### src/rtl/perf_point_seq.sv
module perf_point_seq #(
  parameter int VID_W     = 9,
  parameter int LOCK_TO   = 256,
  parameter int EVQ_DEPTH = 4,
  parameter int RST_IDX   = 5
) (
  input  logic             clk,
  input  logic             rst_n,
  input  logic             tgt_we,
  input  logic [2:0]       tgt_idx,
  output logic             busy,
  output logic [2:0]       cur_idx,
  output logic [3:0]       pll_ratio,
  output logic [VID_W-1:0] vid,
  output logic             vreg_req,
  input  logic             vreg_rdy,
  output logic             pll_en,
  input  logic             pll_lock,
  output logic             core_clk_en,
  output logic             pll_tmo,
  input  logic             irq_i,
  input  logic             pin_i,
  input  logic             snoop_i,
  output logic             irq_o,
  output logic             pin_o,
  output logic             snoop_o,
  output logic             evt_ovf
);
  localparam int NPT       = 6;
  localparam int RATIO_TOP = 8;
  localparam int TMR_W     = $clog2(LOCK_TO) + 1;
  localparam int QA_W      = $clog2(EVQ_DEPTH);
  localparam int EV_W      = 3;

  typedef enum logic [2:0] {S_IDLE, S_VSET, S_VWAIT, S_GATE, S_LOCK} st_t;

  function automatic logic [VID_W-1:0] vid_of(input logic [2:0] i);
    case (i)
      3'd0:    vid_of = VID_W'(371);
      3'd1:    vid_of = VID_W'(355);
      3'd2:    vid_of = VID_W'(319);
      3'd3:    vid_of = VID_W'(291);
      3'd4:    vid_of = VID_W'(259);
      default: vid_of = VID_W'(239);
    endcase
  endfunction

  st_t              st;
  logic [2:0]       goal, pend_idx;
  logic             pend_v, raising;
  logic [TMR_W-1:0] tmr;
  logic [VID_W-1:0] goal_vid;
  logic             wr_ok;

  assign wr_ok       = tgt_we && (tgt_idx < 3'(NPT));
  assign goal_vid    = vid_of(goal);
  assign busy        = (st != S_IDLE) || pend_v;
  assign vreg_req    = (st == S_VWAIT);
  assign pll_en      = (st != S_GATE);
  assign core_clk_en = !((st == S_GATE) || (st == S_LOCK));
  assign pll_ratio   = 4'(RATIO_TOP) - {1'b0, cur_idx};

  always_ff @(posedge clk or negedge rst_n) begin
    if (!rst_n) begin
      st       <= S_IDLE;
      goal     <= 3'(RST_IDX);
      pend_idx <= 3'(RST_IDX);
      pend_v   <= 1'b0;
      raising  <= 1'b0;
      cur_idx  <= 3'(RST_IDX);
      vid      <= vid_of(3'(RST_IDX));
      tmr      <= '0;
      pll_tmo  <= 1'b0;
    end else begin
      case (st)
        S_IDLE: if (pend_v) begin
          pend_v <= 1'b0;
          goal   <= pend_idx;
          if (pend_idx < cur_idx) begin
            raising <= 1'b1;
            st      <= S_VSET;
          end else if (pend_idx > cur_idx) begin
            raising <= 1'b0;
            st      <= S_GATE;
          end
        end
        S_VSET: begin
          vid <= raising ? vid + 1'b1 : vid - 1'b1;
          st  <= S_VWAIT;
        end
        S_VWAIT: if (vreg_rdy) begin
          if (vid != goal_vid) st <= S_VSET;
          else                 st <= raising ? S_GATE : S_IDLE;
        end
        S_GATE: begin
          cur_idx <= goal;
          tmr     <= '0;
          st      <= S_LOCK;
        end
        S_LOCK: begin
          tmr <= tmr + 1'b1;
          if (pll_lock) begin
            st <= raising ? S_IDLE : S_VSET;
          end else if (tmr == TMR_W'(LOCK_TO - 1)) begin
            pll_tmo <= 1'b1;
            st      <= raising ? S_IDLE : S_VSET;
          end
        end
        default: st <= S_IDLE;
      endcase
      if (wr_ok) begin
        pend_v   <= 1'b1;
        pend_idx <= tgt_idx;
      end
    end
  end

  logic [EV_W-1:0] evq [EVQ_DEPTH];
  logic [QA_W-1:0] rd_p, wr_p;
  logic [QA_W:0]   cnt;
  logic [EV_W-1:0] ev_in, ev_q;
  logic            gated, q_empty, q_full, pop, bypass, push_try, push;

  assign ev_in    = {snoop_i, pin_i, irq_i};
  assign gated    = !core_clk_en;
  assign q_empty  = (cnt == '0);
  assign q_full   = (cnt == (QA_W+1)'(EVQ_DEPTH));
  assign pop      = !gated && !q_empty;
  assign bypass   = !gated && q_empty;
  assign push_try = (|ev_in) && !bypass;
  assign push     = push_try && (!q_full || pop);
  assign {snoop_o, pin_o, irq_o} = ev_q;

  always_ff @(posedge clk) begin
    if (push) evq[wr_p] <= ev_in;
  end

  always_ff @(posedge clk or negedge rst_n) begin
    if (!rst_n) begin
      rd_p    <= '0;
      wr_p    <= '0;
      cnt     <= '0;
      ev_q    <= '0;
      evt_ovf <= 1'b0;
    end else begin
      if (push) wr_p <= wr_p + 1'b1;
      if (pop)  rd_p <= rd_p + 1'b1;
      cnt <= cnt + (QA_W+1)'(push) - (QA_W+1)'(pop);
      if (pop)         ev_q <= evq[rd_p];
      else if (bypass) ev_q <= ev_in;
      else             ev_q <= '0;
      if (push_try && q_full && !pop) evt_ovf <= 1'b1;
    end
  end
endmodule

### config.mk
export PLATFORM = sky130hd
export DESIGN_NAME = perf_point_seq
export DESIGN_NICKNAME = d
export VERILOG_FILES = /design/src/rtl/perf_point_seq.sv
export SDC_FILE = /design/constraint.sdc
export NUM_CORES = 1
export LEC_CHECK = 0
export ABC_CLOCK_PERIOD_IN_PS = 3220
export BUFFER_PORTS_ARGS = -buffer_cell sky130_fd_sc_hd__buf_2
export CAP_MARGIN = 25
export CORE_AREA = 2 2 146 77
export DETAILED_ROUTE_END_ITERATION = 7
export DIE_AREA = 0 0 148 79
export GPL_ROUTABILITY_DRIVEN = 0
export PLACE_DENSITY = 0.56
export SLEW_MARGIN = 20
export SYNTH_ARGS = -nofsm -noshare
export SYNTH_HDL_FRONTEND = slang
export SYNTH_SLANG_ARGS = --single-unit
### constraint.sdc
create_clock -name clk -period 3.22 [get_ports clk]
set_clock_uncertainty 0.1 [all_clocks]
set_input_delay 0.644 -clock clk [delete_from_list [all_inputs] [get_ports clk]]
set_output_delay 0.644 -clock clk [all_outputs]
set_load 0.005 [all_outputs]
==> summary.txt, run 1 <==
Run status
  – Status: finished, final reports clean

Floorplanning
  – Ports: 36
  – Chip width: 148 um
  – Core area: approximately 0.011 mm2
  – Die area: 0.0117 mm2
  – Die Height: 79 um
  – Starting Density: 29.1%
  – # rows: 27

Synthesis
  – Post-synthesis register bit count: 56
  – Most used DFF post-synth: dfrtp_1
  – Seq/Total Area, Yosys: between 40% and 50%
  – Synth warn: 0
  – Synth Area per Inst: approximately 11 um2
  – Async SR Flop Fraction: between 70% and 80%
  – EDFF count, synth: 12
  – Library cells used by synthesis: 53
  – Syn Inst Count: 279
  – Syn nets: about 310
  – Post-Syn Area: just over 0.003 mm2

Hold path
  – Hold/Removal Path Class: in -> async

Timing
  – Setup TNS: 0 ns
  – Fin crit period: 2.91 ns
  – Max-slew violations: 0
  – Worst slew pin tran: a little under 0.8 ns
  – Fmax: between 300 and 400 MHz
  – Slew headroom: between 40% and 50%
  – Final hold violations: 0
  – Final Setup Violations: 0
  – Final Cycle Share: around 90%
  – RSZ-0062 raised after global routing: false

Power
  – Pleak: about 1.6 nW
  – Maximum vdd drop: ~0.3 mV
  – Final Power: 0.00392 W
  – Power density over the cells: between 1000 and 1500 mW/mm2

Detailed routing
  – Detailed-route wire length: between 6000 and 7000 um
  – DR vias/cell: 4.62
  – Routed WL per cell: around 15 um
  – DRT Pass-1 Iters: 4
  – Residual DRC: 0
  – Routed Antenna Nets: 0
  – Vias: 2145
  – 1st-iter DRT viols: between 150 and 200

Place
  – IO buf count: 35
  – HPWL after detailed placement: around 5300 um
  – Post-DP Area: roughly 0.0034 mm2

Global route
  – Tot GR Track Use: roughly 13%
  – Initial antenna violation count: 0
  – Largest net degree at the start of global routing: 33
  – Vias in the first global route: between 2000 and 2500
  – First-pass GRT wire length: ~11000 um
  – Grt total ovfl: 0

Clock tree
  – CTS-repair resized insts: 0
  – Clock root buffer: clkbuf_16
  – TritonCTS Sinks: 56
  – Post-CTS Setup Bufs: 0
  – CTS buffer count: 5
  – Clk_lat worst skew: ~0.29 ns
  – Max clock buf depth: 2
  – Hold buffers post-CTS: 0
  – Clk slew on worst S/H paths: approximately 0.070 ns
  – H-tree lvl count: 2
  – CTS tree: done

Flow run
  – Max-cap violations: 0

Critical path
  – CP Cell Sequence: or3b_1 > nand2_4 > xnor2_2 > a21boi_4 > inv_1 > ha_1 > inv_1 > ha_1 > inv_1 > fa_1 > xnor2_1 > xnor2_1
  – Worst Path Required: between 3 and 4 ns
  – Crit-path slowest cell: or3b_1
  – Crit path launch type: flip-flop
  – Setup CP Type: reg -> reg
  – Crit Path Max Fanout: 8
  – Max stage delay on crit path: about 0.48 ns
  – Crit end category: flip-flop
  – Crit path DAT: between 2 and 3 ns
  – Most used cell, CP: inv_1

Finish
  – Most frequent cells in the layout: buf_2, dfrtp_1, nand2_1
  – Area Growth Syn to Fin: 15.6%
  – Layout cells sized above 1: a little under a quarter
  – Final instance area: 0.00354 mm2
  – N_diodes: 0
  – Fin nets: 350
  – Leading cell type in the layout, fill and taps excluded: buf_2
-- registers in the layout (all words and copies together), names as in the netlist, 2 cells and up --
name and count:
goal 3, vid 9, cur_idx 3, wr_p 2, st 3, cnt 3, pend_idx 3, rd_p 2
ev_q 3, tmr 9, evq 12
-- final timing paths --
kind,from,endpoint,slack (ns),depth (start not counted)
max,st[2],cnt[2],0.31,12
min,rst_n,tmr[5],0.31,1
max reg2reg,st[2],cnt[2],0.31,12
min reg2reg,evt_ovf,evt_ovf,0.37,1
max in group asynchronous,rst_n,vid[6],1.99,2
min in group clk,evt_ovf,evt_ovf,0.37,1
-- critical path: cells and delay by family, from the launching register on --
family | cells | cell delay [ns]
adders and majority gates | 3 | 0.77
and+or+nand+nor | 2 | 0.66
DFF | 1 | 0.45
xor gates and xnor gates | 3 | 0.37
AOI/OAI and AO/OA | 1 | 0.26
buffers and inverters | 3 | 0.20
-- cell usage after synthesis, types with 6 or more instances --
cell / instances / area share, %
ha_1: 19 / 7.8
nor3_1: 11 / 1.8
nor2_1: 19 / 2.3
edfxtp_1: 12 / 12
o21ai_0: 16 / 2.6
xnor2_1: 11 / 3.1
mux2i_1: 8 / 2.6
nand2_1: 26 / 3.2
dfrtp_1: 31 / 25
inv_1: 16 / 2.0
mux2_2: 6 / 2.2
dfstp_2: 13 / 11
-- power breakdown --
group	switching [W]	internal, W	total [W]
combinational	0.00107	0.000931	0.00200
clock	0.000253	0.000292	0.000544
sequential	0.000307	0.00107	0.00138
total	0.00162	0.00229	0.00392
-- through the flow --
stage               hold WS [ns]  cells  utilization (%)  worst slack [ns]
finish                     0.313    464             33.6             0.312
global route               0.385    464             33.6             0.162
CTS                        0.352    464             33.6             0.313
detailed placement         0.359    456             32.3             0.315
global placement           0.362    456             32.3             0.421
floorplan                  0.248    279                -             0.453
-- cells by family after synthesis --
| logic type | share of synthesized area (%) |
|---|---|
| xor gates and xnor gates | 4.53 |
| DFF | 48.2 |
| AOI/OAI and AO/OA | 11.9 |
| buffers and inverters | 3.84 |
| adders and majority gates | 9.06 |
| and+or+nand+nor | 15.0 |
| muxes | 7.51 |
-- routing by layer --
layer | up-vias | routed length (um) | GRT usage, % | share of wire [%]
met5 | - | 0 | 0 | 0
met4 | 0 | 34 | 2.10 | 0.49
met3 | 5 | 342 | 3.39 | 5.0
met2 | 42 | 2550 | 15.9 | 37
met1 | 1026 | 3970 | 20.8 | 58
li1 | 1072 | - | - | -
-- layout make-up --
class                      instances  area, um2
fill                            1096       7000
multi-input combinational        199       1470
clock inverter                     1       8.76
timing repair buffer              40        213
tap                              145        181
sequential                        56       1480
inverter                          16       60.1
clock buffer                       7        133
Power figures use the tool's default switching activity.
==> run 2, diff against run 1 <==
--- a/config.mk
+++ b/config.mk
@@ -13,5 +13,5 @@
 export DIE_AREA = 0 0 148 79
 export GPL_ROUTABILITY_DRIVEN = 0
-export PLACE_DENSITY = 0.56
+export PLACE_DENSITY = 0.5
 export SLEW_MARGIN = 20
 export SYNTH_ARGS = -nofsm -noshare
==> constraint.sdc (replaced) <==
create_clock -name clk -period 3.22 [get_ports clk]
set_clock_uncertainty 0.1 [all_clocks]
set_input_delay 0.644 -clock clk [delete_from_list [all_inputs] [get_ports clk]]
set_output_delay 0.644 -clock clk [all_outputs]
set_load 0.1 [all_outputs]
==> run 2 against run 1 <==
  * Via count fell by 2.0%
  * Fmax up 0.88%
  * Sequential share of layout area fell by 0.47 points
  * Final area rose by 1.1%
  * Non-clock buffer count grew 1
  * Routed wire length is 4.5% lower
  * Setup slack better by 0.025 ns
  * Core utilization rose by 0.38 points
  * Global-route usage decreased by 0.30 points
  * Critical path depth stayed put
==> summary.txt, run 2 (synthesis gave the netlist of run 1 again) <==
Detailed routing
  – DRT Pass-1 Iters: 4 (unchanged)
  – DR vias/cell: 4.52 (-2.2%)
  – Routed WL per cell: 14.2 um (-4.7%)
  – Vias: 2102 (-2.0%)
  – Routed Antenna Nets: 0 (unchanged)
  – Detailed-route wire length: 6590 um (-4.5%)
  – Residual DRC: 0 (unchanged)
  – 1st-iter DRT viols: 206 (+8.4%)

Place
  – IO buf count: 35 (unchanged)
  – HPWL after detailed placement: 5050 um (-5.5%)

Clock tree
  – Post-CTS Setup Bufs: 0 (unchanged)
  – Clk slew on worst S/H paths: 0.07 ns (about the same)
  – Hold buffers post-CTS: 0 (unchanged)
  – Clock root buffer: clkbuf_16
  – Max clock buf depth: 2 (unchanged)
  – Clk_lat worst skew: 0.29 ns (about the same)
  – CTS buffer count: 5 (unchanged)
  – CTS-repair resized insts: 0 (unchanged)
  – CTS tree: done
  – TritonCTS Sinks: 56 (unchanged)
  – H-tree lvl count: 2 (unchanged)

Critical path
  – Worst r2r src: st[2]
  – Crit path launch type: flip-flop
  – Crit Path Max Fanout: 8 (unchanged)
  – Worst r2r path cells: 12 (unchanged)
  – Worst R2R Setup Slack: 0.34 ns (+0.03 ns)
  – Setup CP Type: reg -> reg
  – Worst reg2reg path endpoint: cnt[2]
  – Crit end category: flip-flop
  – Crit path DAT: 2.96 ns (-0.02 ns)
  – Worst Path Required: 3.30 ns (about the same)

Timing
  – Worst slew pin tran: 0.585 ns (-0.183 ns)
  – Final Setup Violations: 0 (unchanged)
  – Setup TNS: 0 ns (unchanged)
  – Final hold violations: 0 (unchanged)
  – Final Cycle Share: 89.5% (-0.79 points)
  – Max-slew violations: 0 (unchanged)
  – RSZ-0062 raised after global routing: false
  – Fin crit period: 2.88 ns (-0.0253 ns)
  – Slew headroom: 60.0% (+11 points)
  – Fmax: 347 MHz (+0.88%)

Global route
  – Tot GR Track Use: 12.3% (-0.30 points)
  – Largest net degree at the start of global routing: 20 (-39%)
  – Vias in the first global route: 2040 (-1.1%)
  – Initial antenna violation count: 0 (unchanged)
  – First-pass GRT wire length: 11200 um (-0.97%)
  – Grt total ovfl: 0 (unchanged)

Floorplanning
  – Core area: 0.0105 mm2 (unchanged)
  – Chip width: 148 um (unchanged)
  – Die Height: 79 um (unchanged)
  – # rows: 27 (unchanged)
  – Die area: 0.0117 mm2 (unchanged)
  – Starting Density: 29.1% (unchanged)
  – Ports: 36 (unchanged)

Finish
  – Register area: 0.00148 mm2 (unchanged)
  – Number of flip-flops in the largest register: 12 (unchanged)
  – Filler cells: 1059 (-3.4%)
  – Area Growth Syn to Fin: 16.9%
  – Fin nets: 351 (+0.29%)
  – Layout cells sized above 1: 24.1% (+1.5 points)
  – Top flop regs: evq (12), tmr (9), vid (9)
  – N_diodes: 0 (unchanged)
  – Multi-input logic area: 0.00149 mm2 (+1.2%)
  – Most frequent cells in the layout: buf_2, dfrtp_1, nand2_1
  – Largest Register: evq
  – Leading cell type in the layout, fill and taps excluded: buf_2

Run status
  – Status: finished, final reports clean

Flow run
  – Max-cap violations: 0 (unchanged)

Hold path
  – Hold/Removal Path Class: in -> async
run 2: cell count changes in the layout (fill, tap and decap cells not counted):
cell,delta
clkinv_4,-1
clkbuf_8,+2
clkbuf_1,-1
xnor2_1,-1
buf_4,+1
xnor2_2,+1
nor3_1,-2
nor3_2,+2
run 2: how the worst max path moves through the flow:
| stage | from | to | cells past startpoint |
|---|---|---|---|
| floorplan | cur_idx[1] | pll_ratio[2] | 3 |
| global placement | st[2] | cnt[2] | 12 |
| detailed placement | st[2] | cnt[2] | 12 |
| CTS | st[2] | cnt[2] | 12 |
| global route | st[2] | cnt[2] | 12 |
| finish | st[2] | cnt[2] | 12 |
run 2: area by class of cell:
type	count	share of cell area (%)
clock buffer	8	4.36
multi-input combinational	199	41.5
timing repair buffer	41	6.14
sequential	56	41.2
inverter	16	1.68
tap	145	5.06
run 2: metrics by stage:
stage	util, %	hold slack [ns]	cell area, um2	worst slack (ns)	cells
after global routing	34.0	0.216	3580	0.161	465
after CTS	34.0	0.206	3580	0.325	465
after global placement	32.5	0.360	3430	0.410	457
after detailed placement	32.5	0.363	3430	0.341	457
final	34.0	0.187	3580	0.337	465
after floorplan	-	0.248	3080	0.224	279
run 2: critical path: stages, from the launching register on:
cell	delay [ns]
dfrtp_1	0.46
or3b_1	0.49
nand2_4	0.18
xnor2_2	0.10
a21boi_4	0.25
inv_1	0.07
ha_1	0.26
inv_1	0.06
ha_1	0.13
inv_1	0.05
fa_1	0.37
xnor2_1	0.14
xnor2_1	0.12
run 2: per-layer routing:
layer / track usage, % / share of wire [%] / vias up
met3: 3.10 / 4.1 / 6
met1: 19.7 / 57 / 993
li1: - / - / 1077
met4: 2.86 / 0.90 / 0
met5: 0 / 0 / -
met2: 16.1 / 38 / 26
Power of run 2 is left out: the tool's default activity adds up to more than one toggle a clock period on the data nets, which glitch-free logic cannot reach.
==> run 3, diff against run 2 <==
BUFFER_PORTS_ARGS = -buffer_cell sky130_fd_sc_hd__buf_4   (was -buffer_cell sky130_fd_sc_hd__buf_2)
REMOVE_ABC_BUFFERS = 1   (was not set)
==> run 3 against run 2 <==
  * Register-to-register slack hardly changed
  * Fmax is 0.14% lower
  * Worst hold slack better by 0.050 ns
  * Final area is 1.7% higher
  * Via count is 4.1% higher
  * Sequential share of layout area is 0.69 points lower
  * Flip-flop and latch count stayed put
  * Count of clock-buffer cells in the layout is 2 lower
  * Die area stayed put
  * Largest cell class is now sequential cells
  * Highest routed layer unchanged
==> summary.txt, run 3 (synthesis gave the netlist of run 1 again) <==
Critical path
  – Crit path launch type: flip-flop
  – Crit end category: flip-flop
  – Crit path DAT: 3.01 ns (+0.05 ns)
  – Most used cell, CP: inv_1
  – WP buf/inv: 3 (unchanged)
  – Crit Path Max Fanout: 8 (unchanged)
  – CP Cell Sequence: or3b_1 > nand2_4 > xnor2_2 > a21boi_4 > inv_1 > ha_1 > inv_1 > ha_1 > inv_1 > fa_1 > xnor2_1 > xnor2_1
  – Setup CP Type: reg -> reg
  – Max stage delay on crit path: 0.49 ns (about the same)
  – Crit-path slowest cell: or3b_1
  – Worst Path Required: 3.35 ns (+0.05 ns)
  – Delay-heaviest family, CP: adder cells

Finish
  – Area Growth Syn to Fin: 18.9%
  – Number of flip-flops in the largest register: 12 (unchanged)
  – Top flop regs: evq (12), tmr (9), vid (9)
  – Largest Register: evq
  – Leading cell type in the layout, fill and taps excluded: buf_4
  – N_diodes: 0 (unchanged)
  – Layout cells sized above 1: 23.0% (-1.1 points)
  – Most frequent cells in the layout: buf_4, dfrtp_1, nand2_1
  – Fin nets: 349 (-0.57%)

Timing
  – Final Cycle Share: 89.7% (+0.12 points)
  – Fin crit period: 2.89 ns (+0.00402 ns)
  – Max-slew violations: 0 (unchanged)
  – Final hold violations: 0 (unchanged)
  – Final Setup Violations: 0 (unchanged)
  – Slew headroom: 61.4% (+1.4 points)
  – RSZ-0062 raised after global routing: false
  – Worst slew pin tran: 0.579 ns (-0.00648 ns)
  – Fmax: 346 MHz (-0.14%)
  – Setup TNS: 0 ns (unchanged)

Detailed routing
  – Routed Antenna Nets: 0 (unchanged)
  – 1st-iter DRT viols: 166 (-19%)
  – DR vias/cell: 4.73 (+4.5%)
  – Residual DRC: 0 (unchanged)
  – Detailed-route wire length: 6950 um (+5.4%)
  – Vias: 2188 (+4.1%)
  – Routed WL per cell: 15.0 um (+5.9%)
  – DRT Pass-1 Iters: 4 (unchanged)

Clock tree
  – CTS tree: done
  – TritonCTS Sinks: 56 (unchanged)
  – Clk slew on worst S/H paths: 0.07 ns (about the same)
  – Hold buffers post-CTS: 0 (unchanged)
  – H-tree lvl count: 2 (unchanged)
  – Clk_lat worst skew: 0.30 ns (about the same)
  – CTS-repair resized insts: 0 (unchanged)
  – CTS buffer count: 5 (unchanged)
  – Clock root buffer: clkbuf_16
  – Max clock buf depth: 2 (unchanged)
  – Post-CTS Setup Bufs: 0 (unchanged)

Floorplanning
  – Chip width: 148 um (unchanged)
  – Die area: 0.0117 mm2 (unchanged)
  – # rows: 27 (unchanged)
  – Ports: 36 (unchanged)
  – Starting Density: 29.1% (unchanged)
  – Core area: 0.0105 mm2 (unchanged)
  – Die Height: 79 um (unchanged)

Global route
  – Tot GR Track Use: 12.6% (+0.29 points)
  – First-pass GRT wire length: 11300 um (+0.36%)
  – Largest net degree at the start of global routing: 45 (+130%)
  – Vias in the first global route: 2034 (-0.29%)
  – Grt total ovfl: 0 (unchanged)
  – Initial antenna violation count: 0 (unchanged)

Flow run
  – Max-cap violations: 0 (unchanged)

Place
  – HPWL after detailed placement: 5340 um (+5.8%)
  – IO buf count: 35 (unchanged)

Run status
  – Status: finished, final reports clean

Hold path
  – Hold/Removal Path Class: in -> async
-- run 3: cell types whose count changed in the layout (fill, tap and decap cells not counted), sizes merged --
cell | before | now
buf | 41 | 39
clkinvlp | 0 | 1
clkbuf | 8 | 6
clkinv | 0 | 1
-- run 3: worst paths after layout --
kind / startpoint / endpoint / slack (ns) / cells past startpoint
min in group clk: pll_tmo / pll_tmo / 0.39 / 1
min: rst_n / ev_q[0] / 0.24 / 1
max in group asynchronous: rst_n / cur_idx[0] / 2.38 / 1
min reg2reg: pll_tmo / pll_tmo / 0.39 / 1
max: st[2] / cnt[2] / 0.33 / 12
max reg2reg: st[2] / cnt[2] / 0.33 / 12
-- run 3: cell type report --
cell class              instances  area, um2
fillers                      1055       6890
flip-flops and latches         56       1480
multi-input cells             199       1470
repair buffers                 39        293
well taps                     145        181
clock buffers                   6        150
inverters                      16       60.1
clock inverters                 2       12.5
-- run 3: routing by layer --
metal / part of all wire (%) / GRT usage, % / vias up / wire [um]
met2: 38 / 16.7 / 38 / 2630
met3: 3.5 / 3.45 / 5 / 243
met5: 0 / 0 / - / 0
met1: 58 / 20.3 / 1069 / 4030
li1: - / - / 1076 / -
met4: 0.49 / 1.81 / 0 / 34
-- run 3: stage by stage --
| stage | utilization [%] | setup WS, ns | std cells | area, um2 | hold WS [ns] |
|---|---|---|---|---|---|
| 6_report | 34.6 | 0.333 | 463 | 3650 | 0.237 |
| 5_1_grt | 34.6 | 0.148 | 463 | 3650 | 0.283 |
| 4_1_cts | 34.6 | 0.334 | 463 | 3650 | 0.268 |
| 3_5_place_dp | 33.0 | 0.343 | 455 | 3480 | 0.369 |
| 3_3_place_gp | 33.0 | 0.432 | 455 | 3480 | 0.368 |
| 2_1_floorplan | - | -0.622 | 271 | 3010 | 0.248 |
Power of run 3 is left out for the same reason.
